### src/rtl/irq_steer_pkg.sv
// Package: shared byte type and the reset value of a steering register.
// Assumes configuration space is byte addressed with 8-bit addresses.
package irq_steer_pkg;
    localparam int CFG_W = 8;
    typedef logic [CFG_W-1:0] cfg_byte_t;
    localparam cfg_byte_t ROUTE_RST = 8'h80;
endpackage

### src/rtl/irq_route_reg.sv
// One steering register: it loads on a write strobe that matches its address
// and resets synchronously. Assumes one byte write per cycle at most.
module irq_route_reg
    import irq_steer_pkg::*;
#(
    parameter cfg_byte_t ADDR    = 8'h60,
    parameter cfg_byte_t RST_VAL = ROUTE_RST
) (
    input  logic      clk,
    input  logic      rst_n,
    input  logic      we,
    input  cfg_byte_t addr,
    input  cfg_byte_t wdata,
    output cfg_byte_t q
);
    // Hold the route byte; reset it, or load it on a matching write.
    always_ff @(posedge clk) begin
        if (!rst_n)
            q <= RST_VAL;
        else if (we && addr == ADDR)
            q <= wdata;
    end
endmodule

### src/rtl/irq_route_dec.sv
// Turns one steering byte and its PCI level into a one-hot request vector.
// Assumes NUM_IRQ is a power of two; any bit above the select field disables.
module irq_route_dec
    import irq_steer_pkg::*;
#(
    parameter int NUM_IRQ = 16,
    localparam int SEL_W  = $clog2(NUM_IRQ)
) (
    input  cfg_byte_t            route,
    input  logic                 lvl,
    output logic [NUM_IRQ-1:0]   hit
);
    logic             enabled;
    logic [SEL_W-1:0] sel;

    // Split the byte into an enable and a line number.
    always_comb begin
        enabled = ((route >> SEL_W) == '0);
        sel     = route[SEL_W-1:0];
    end

    // Drive the selected line only while the route is enabled and the level is high.
    always_comb begin
        hit = '0;
        if (enabled && lvl)
            hit[sel] = 1'b1;
    end
endmodule

### src/rtl/irq_merge.sv
// ORs the request vectors of all PCI lines together with the legacy requests.
// Assumes level-sensitive lines, so a plain OR is the correct merge.
module irq_merge #(
    parameter int NUM_SRC = 4,
    parameter int NUM_IRQ = 16
) (
    input  logic [NUM_SRC-1:0][NUM_IRQ-1:0] hits,
    input  logic [NUM_IRQ-1:0]              legacy,
    output logic [NUM_IRQ-1:0]              irq
);
    // Fold every source vector into the legacy requests.
    always_comb begin
        irq = legacy;
        for (int s = 0; s < NUM_SRC; s++)
            irq = irq | hits[s];
    end
endmodule

### src/rtl/irq_steer.sv
// Top level: NUM_SRC steering registers at consecutive addresses from
// BASE_ADDR, their decoders, the output merge and the read-back mux.
// Assumes BASE_ADDR + NUM_SRC fits in the 8-bit configuration space.
module irq_steer
    import irq_steer_pkg::*;
#(
    parameter int        NUM_SRC   = 4,
    parameter int        NUM_IRQ   = 16,
    parameter cfg_byte_t BASE_ADDR = 8'h60
) (
    input  logic                 clk,
    input  logic                 rst_n,
    input  logic                 cfg_we,
    input  logic [7:0]           cfg_addr,
    input  logic [7:0]           cfg_wdata,
    output logic [7:0]           cfg_rdata,
    input  logic [NUM_SRC-1:0]   pci_lvl,
    input  logic [NUM_IRQ-1:0]   legacy_req,
    output logic [NUM_IRQ-1:0]   irq_out
);
    logic [NUM_SRC-1:0][CFG_W-1:0]   route_q;
    logic [NUM_SRC-1:0][NUM_IRQ-1:0] hits;

    for (genvar gi = 0; gi < NUM_SRC; gi++) begin : g_src
        irq_route_reg #(
            .ADDR    (8'(BASE_ADDR + gi)),
            .RST_VAL (ROUTE_RST)
        ) u_reg (
            .clk   (clk),
            .rst_n (rst_n),
            .we    (cfg_we),
            .addr  (cfg_addr),
            .wdata (cfg_wdata),
            .q     (route_q[gi])
        );

        irq_route_dec #(.NUM_IRQ(NUM_IRQ)) u_dec (
            .route (route_q[gi]),
            .lvl   (pci_lvl[gi]),
            .hit   (hits[gi])
        );
    end

    irq_merge #(.NUM_SRC(NUM_SRC), .NUM_IRQ(NUM_IRQ)) u_merge (
        .hits   (hits),
        .legacy (legacy_req),
        .irq    (irq_out)
    );

    // Return the addressed steering byte, or zero outside the register window.
    always_comb begin
        cfg_rdata = '0;
        for (int k = 0; k < NUM_SRC; k++)
            if (cfg_addr == 8'(BASE_ADDR + k))
                cfg_rdata = route_q[k];
    end
endmodule

### config.mk
export PLATFORM = sky130hd
export DESIGN_NAME = irq_steer
export DESIGN_NICKNAME = d
export VERILOG_FILES = /design/src/rtl/irq_steer_pkg.sv /design/src/rtl/irq_route_reg.sv /design/src/rtl/irq_route_dec.sv /design/src/rtl/irq_merge.sv /design/src/rtl/irq_steer.sv
export SDC_FILE = /design/constraint.sdc
export NUM_CORES = 1
export LEC_CHECK = 0
export ABC_CLOCK_PERIOD_IN_PS = 1900
export CAP_MARGIN = 5
export CORE_MARGIN = 4
export CORE_UTILIZATION = 40
export DETAILED_ROUTE_END_ITERATION = 10
export GPL_TIMING_DRIVEN = 0
export MAX_ROUTING_LAYER = met4
export PLACE_DENSITY_LB_ADDON = 0.12
export REMOVE_ABC_BUFFERS = 1
export SYNTH_ARGS = -nofsm -noshare
export SYNTH_HDL_FRONTEND = slang
export SYNTH_SLANG_ARGS = --single-unit
### constraint.sdc
create_clock -name clk -period 1.9 [get_ports clk]
set_clock_uncertainty 0.2 [all_clocks]
set_input_delay 0.38 -clock clk [delete_from_list [all_inputs] [get_ports clk]]
set_output_delay 0.38 -clock clk [all_outputs]
set_load 0.02 [all_outputs]
==> impl_results.html <==
<table>
<tr><th>Metric</th><th>Value</th></tr>
<tr><th colspan="2">Status</th></tr>
<tr><td>Run status</td><td>complete, but fails checks</td></tr>
<tr><td>Violations in the final reports</td><td>setup timing</td></tr>
<tr><th colspan="2">Floorplanning</th></tr>
<tr><td>Site Rows</td><td>26</td></tr>
<tr><td>Core region area</td><td>0.00517 sq mm</td></tr>
<tr><td>Die width</td><td>81.4 um</td></tr>
<tr><td>Die height</td><td>81.4 um</td></tr>
<tr><td>Initial standard-cell utilization of the core</td><td>41.7%</td></tr>
<tr><td>Area enclosed by the die boundary</td><td>0.00663 sq mm</td></tr>
<tr><td>Number of primary I/O pins</td><td>63</td></tr>
<tr><th colspan="2">Cells and area</th></tr>
<tr><td>Cell area after layout</td><td>0.00371 sq mm</td></tr>
<tr><td>Largest registers ranked by flip-flop count</td><td>g_src.u_reg.q x32</td></tr>
<tr><td>Top reg by flops</td><td>g_src.u_reg.q</td></tr>
<tr><td>Layout overhead on the synthesized area</td><td>72.0%</td></tr>
<tr><td>Commonest cells after routing, fill and taps aside</td><td>39 x sky130_fd_sc_hd__buf_4, 33 x sky130_fd_sc_hd__buf_6, 25 x sky130_fd_sc_hd__clkdlybuf4s50_1</td></tr>
<tr><td>Number of antenna diodes</td><td>0</td></tr>
<tr><td>Fraction of final layout cells with drive strength greater than 1</td><td>56.1%</td></tr>
<tr><td>Max FFs per register</td><td>32</td></tr>
<tr><td>Most common cell after layout, fill and taps aside</td><td>sky130_fd_sc_hd__buf_4</td></tr>
<tr><td>Utilization after layout</td><td>71.7%</td></tr>
<tr><td>NumNets Final</td><td>382</td></tr>
<tr><td>Layout Cells excl Fill</td><td>414</td></tr>
<tr><th colspan="2">Logic synthesis</th></tr>
<tr><td>YS warnings</td><td>0</td></tr>
<tr><td>Number of instances in the synthesized netlist</td><td>238</td></tr>
<tr><td>Post-synthesis sequential area ratio</td><td>29.7%</td></tr>
<tr><td>Number of distinct library cells after synthesis</td><td>39</td></tr>
<tr><td>Post-synthesis sequential element count</td><td>32</td></tr>
<tr><td>Synthesized area</td><td>0.00216 sq mm</td></tr>
<tr><td>Post-Synthesis Mean Instance Area</td><td>9.06 sq um</td></tr>
<tr><th colspan="2">Global route</th></tr>
<tr><td>GRT Residual Overflow</td><td>0</td></tr>
<tr><td>Number of antenna violations at the first check in global routing</td><td>0</td></tr>
<tr><td>Global-route wire length before repair</td><td>12500 um</td></tr>
<tr><td>Total routing resource utilization after global routing</td><td>25.6%</td></tr>
<tr><td>Via count of the first global-routing pass</td><td>2344</td></tr>
<tr><td>Pin count of the biggest net entering global routing</td><td>22</td></tr>
<tr><th colspan="2">CTS</th></tr>
<tr><td>Number of levels the H-tree was split into</td><td>2</td></tr>
<tr><td>Insertion delay to the later sink of the worst-skew pair</td><td>270 ps</td></tr>
<tr><td>Number of buffers created by CTS</td><td>5</td></tr>
<tr><td>Clock tree from TritonCTS</td><td>done</td></tr>
<tr><td>Number of sinks handled by clock tree synthesis</td><td>32</td></tr>
<tr><td>Buffers from clock root to sink, at most</td><td>2</td></tr>
<tr><td>Post-CTS Hold Buffers</td><td>0</td></tr>
<tr><td>Root buffer selected by CTS</td><td>sky130_fd_sc_hd__clkbuf_8</td></tr>
<tr><td>Clock slew at reported path FFs</td><td>60 ps</td></tr>
<tr><th colspan="2">Placed design</th></tr>
<tr><td>Final HPWL from detailed placement</td><td>5260 um</td></tr>
<tr><td>Placed Instances</td><td>354</td></tr>
<tr><td>Cell area reported after detailed placement</td><td>0.00278 sq mm</td></tr>
<tr><td>Count of port buffers added during placement</td><td>62</td></tr>
<tr><td>RD Place Congestion</td><td>0.978</td></tr>
<tr><td>Pre-CTS worst setup slack</td><td>-1440 ps</td></tr>
<tr><th colspan="2">Timing</th></tr>
<tr><td>Total count of hold-check failures in the final report</td><td>0</td></tr>
<tr><td>Minimum hold slack</td><td>296 ps</td></tr>
<tr><td>Pin slew with the least headroom to its limit</td><td>896 ps</td></tr>
<tr><td>Headroom to the max-slew limit</td><td>40.3%</td></tr>
<tr><td>Fin crit share</td><td>127%</td></tr>
<tr><td>Crit path setup slack, layout</td><td>-508 ps</td></tr>
<tr><td>Peak clock frequency supported by timing</td><td>415 MHz</td></tr>
<tr><td>Final setup violating endpoints</td><td>24</td></tr>
<tr><td>Setup repair after global routing missed its margin</td><td>yes</td></tr>
<tr><td>Final Slew Violations</td><td>0</td></tr>
<tr><td>Total negative setup slack</td><td>-7370 ps</td></tr>
<tr><td>Time the final worst path needs with I/O delays and setup</td><td>2410 ps</td></tr>
<tr><th colspan="2">Critical path</th></tr>
<tr><td>Critical path endpoint category</td><td>output pin</td></tr>
<tr><td>Launching element type of the critical path</td><td>flop</td></tr>
<tr><td>Worst path required time</td><td>1320 ps</td></tr>
<tr><td>Crit Path Class</td><td>flop to output pin</td></tr>
<tr><td>Arrival time worst endpoint</td><td>1830 ps</td></tr>
<tr><td>CP Launch Point</td><td>g_src[1].u_reg.q[4]$_SDFFE_PN0P_</td></tr>
<tr><td>Maximum fanout count along the critical path</td><td>4</td></tr>
<tr><td>R2r startpoint</td><td>g_src[0].u_reg.q[7]$_SDFFE_PN1P_</td></tr>
<tr><th colspan="2">Drt</th></tr>
<tr><td>Post-detailed-route wirelength per cell</td><td>20.3 um</td></tr>
<tr><td>Total via count after detailed routing</td><td>2403</td></tr>
<tr><td>Routed via count divided by cell count</td><td>5.80</td></tr>
<tr><td>DRC violation count after routing</td><td>0</td></tr>
<tr><td>Initial detailed-routing violation count</td><td>121</td></tr>
<tr><td>WL final</td><td>8410 um</td></tr>
<tr><td>Router iterations before antenna repair</td><td>4</td></tr>
<tr><td>Routed Antenna Nets</td><td>0</td></tr>
<tr><th colspan="2">Hold path</th></tr>
<tr><td>Tightest Hold Check Type</td><td>flop to flop</td></tr>
<tr><td>Worst min-delay path startpoint</td><td>g_src[3].u_reg.q[4]$_SDFFE_PN0P_</td></tr>
<tr><th colspan="2">Power and ir drop</th></tr>
<tr><td>Static Leak</td><td>1.39 nW</td></tr>
<tr><td>Worst voltage drop across the vdd grid</td><td>449 uV</td></tr>
<tr><td>Overall Power</td><td>1.46 mW</td></tr>
<tr><td>Total power per unit cell area</td><td>394 mW/mm^2</td></tr>
<tr><th colspan="2">Flow run</th></tr>
<tr><td>Max cap viols</td><td>0</td></tr>
</table>
==> kinds of logic (layout without fill, tap and decap cells) <==
logic type      Yosys count  count (layout)  synth area share (%)
simple gates            118             119                  35.3
compound gates           58              58                  19.3
flops                    32              32                  29.7
buf+inv                  18             123                  5.46
mux                      12              12                  10.2
==> final timing paths <==
path / slack (ps) / endpoint / cells past startpoint
setup reg to reg: 750 / g_src[0].u_reg.q[7]$_SDFFE_PN1P_ / 4
hold / removal: 300 / g_src[3].u_reg.q[4]$_SDFFE_PN0P_ / 2
hold reg to reg: 300 / g_src[3].u_reg.q[4]$_SDFFE_PN0P_ / 2
setup / recovery: -510 / irq_out[1] / 6
==> area by class of cell <==
type | count | area (sq um)
Fill cell | 395 | 1470
Multi-Input combinational cell | 189 | 1720
Clock buffer | 8 | 90.1
Inverter | 1 | 3.75
Sequential cell | 32 | 697
Timing Repair Buffer | 114 | 1110
Tap cell | 70 | 87.6
==> worst max-delay path, cell delays in order (launching register included) <==
cell	delay, ps
sky130_fd_sc_hd__dfxtp_2	340
sky130_fd_sc_hd__nor3b_4	260
sky130_fd_sc_hd__nand4b_1	220
sky130_fd_sc_hd__buf_4	200
sky130_fd_sc_hd__o32a_1	280
sky130_fd_sc_hd__o211ai_1	90
sky130_fd_sc_hd__buf_4	170
==> power by group <==
part           total, mW  switching [mW]  internal, mW
Sequential         0.661         0.00135         0.660
Combinational      0.268           0.118         0.150
Clock              0.530           0.235         0.295
Total               1.46           0.354          1.10
==> Yosys cell counts, drive strengths merged <==
master | n | area (sq um)
dfxtp | 32 | 641
nand3 | 32 | 193
o21ai | 28 | 200
o22ai | 19 | 119
nand2 | 16 | 60.1
buf | 15 | 106
nor2 | 11 | 41.3
or3 | 11 | 68.8
nand4b | 10 | 118
and3 | 9 | 61.3
mux4 | 8 | 180
nand2b | 7 | 43.8
o32ai | 7 | 61.3
nand4 | 5 | 46.3
nor3 | 5 | 25.0
mux2i | 4 | 40.0
nor2b | 4 | 25.0
nor3b | 3 | 38.8
or4 | 3 | 22.5
clkbuf | 2 | 7.51
a2111o | 1 | 11.3
a31oi | 1 | 6.26
and4bb | 1 | 12.5
inv | 1 | 3.75
o211ai | 1 | 7.51
o32a | 1 | 10.0
or2 | 1 | 6.26
==> timing repair <==
item	4_1_cts	5_1_grt
resized for setup	238	33
setup endpoints to repair	56	30
cloned	1	0
buffers inserted	36	17
pin swaps	46	35
==> metal layers <==
layer	up-vias	GRT usage [%]	part of all wire (%)
met2	91	41.6	52
met3	10	4.17	5.0
li1	1150	-	-
met5	-	-	0
met4	0	8.95	1.2
met1	1152	32.2	42
Note: power is estimated with default switching activity, not from simulation.
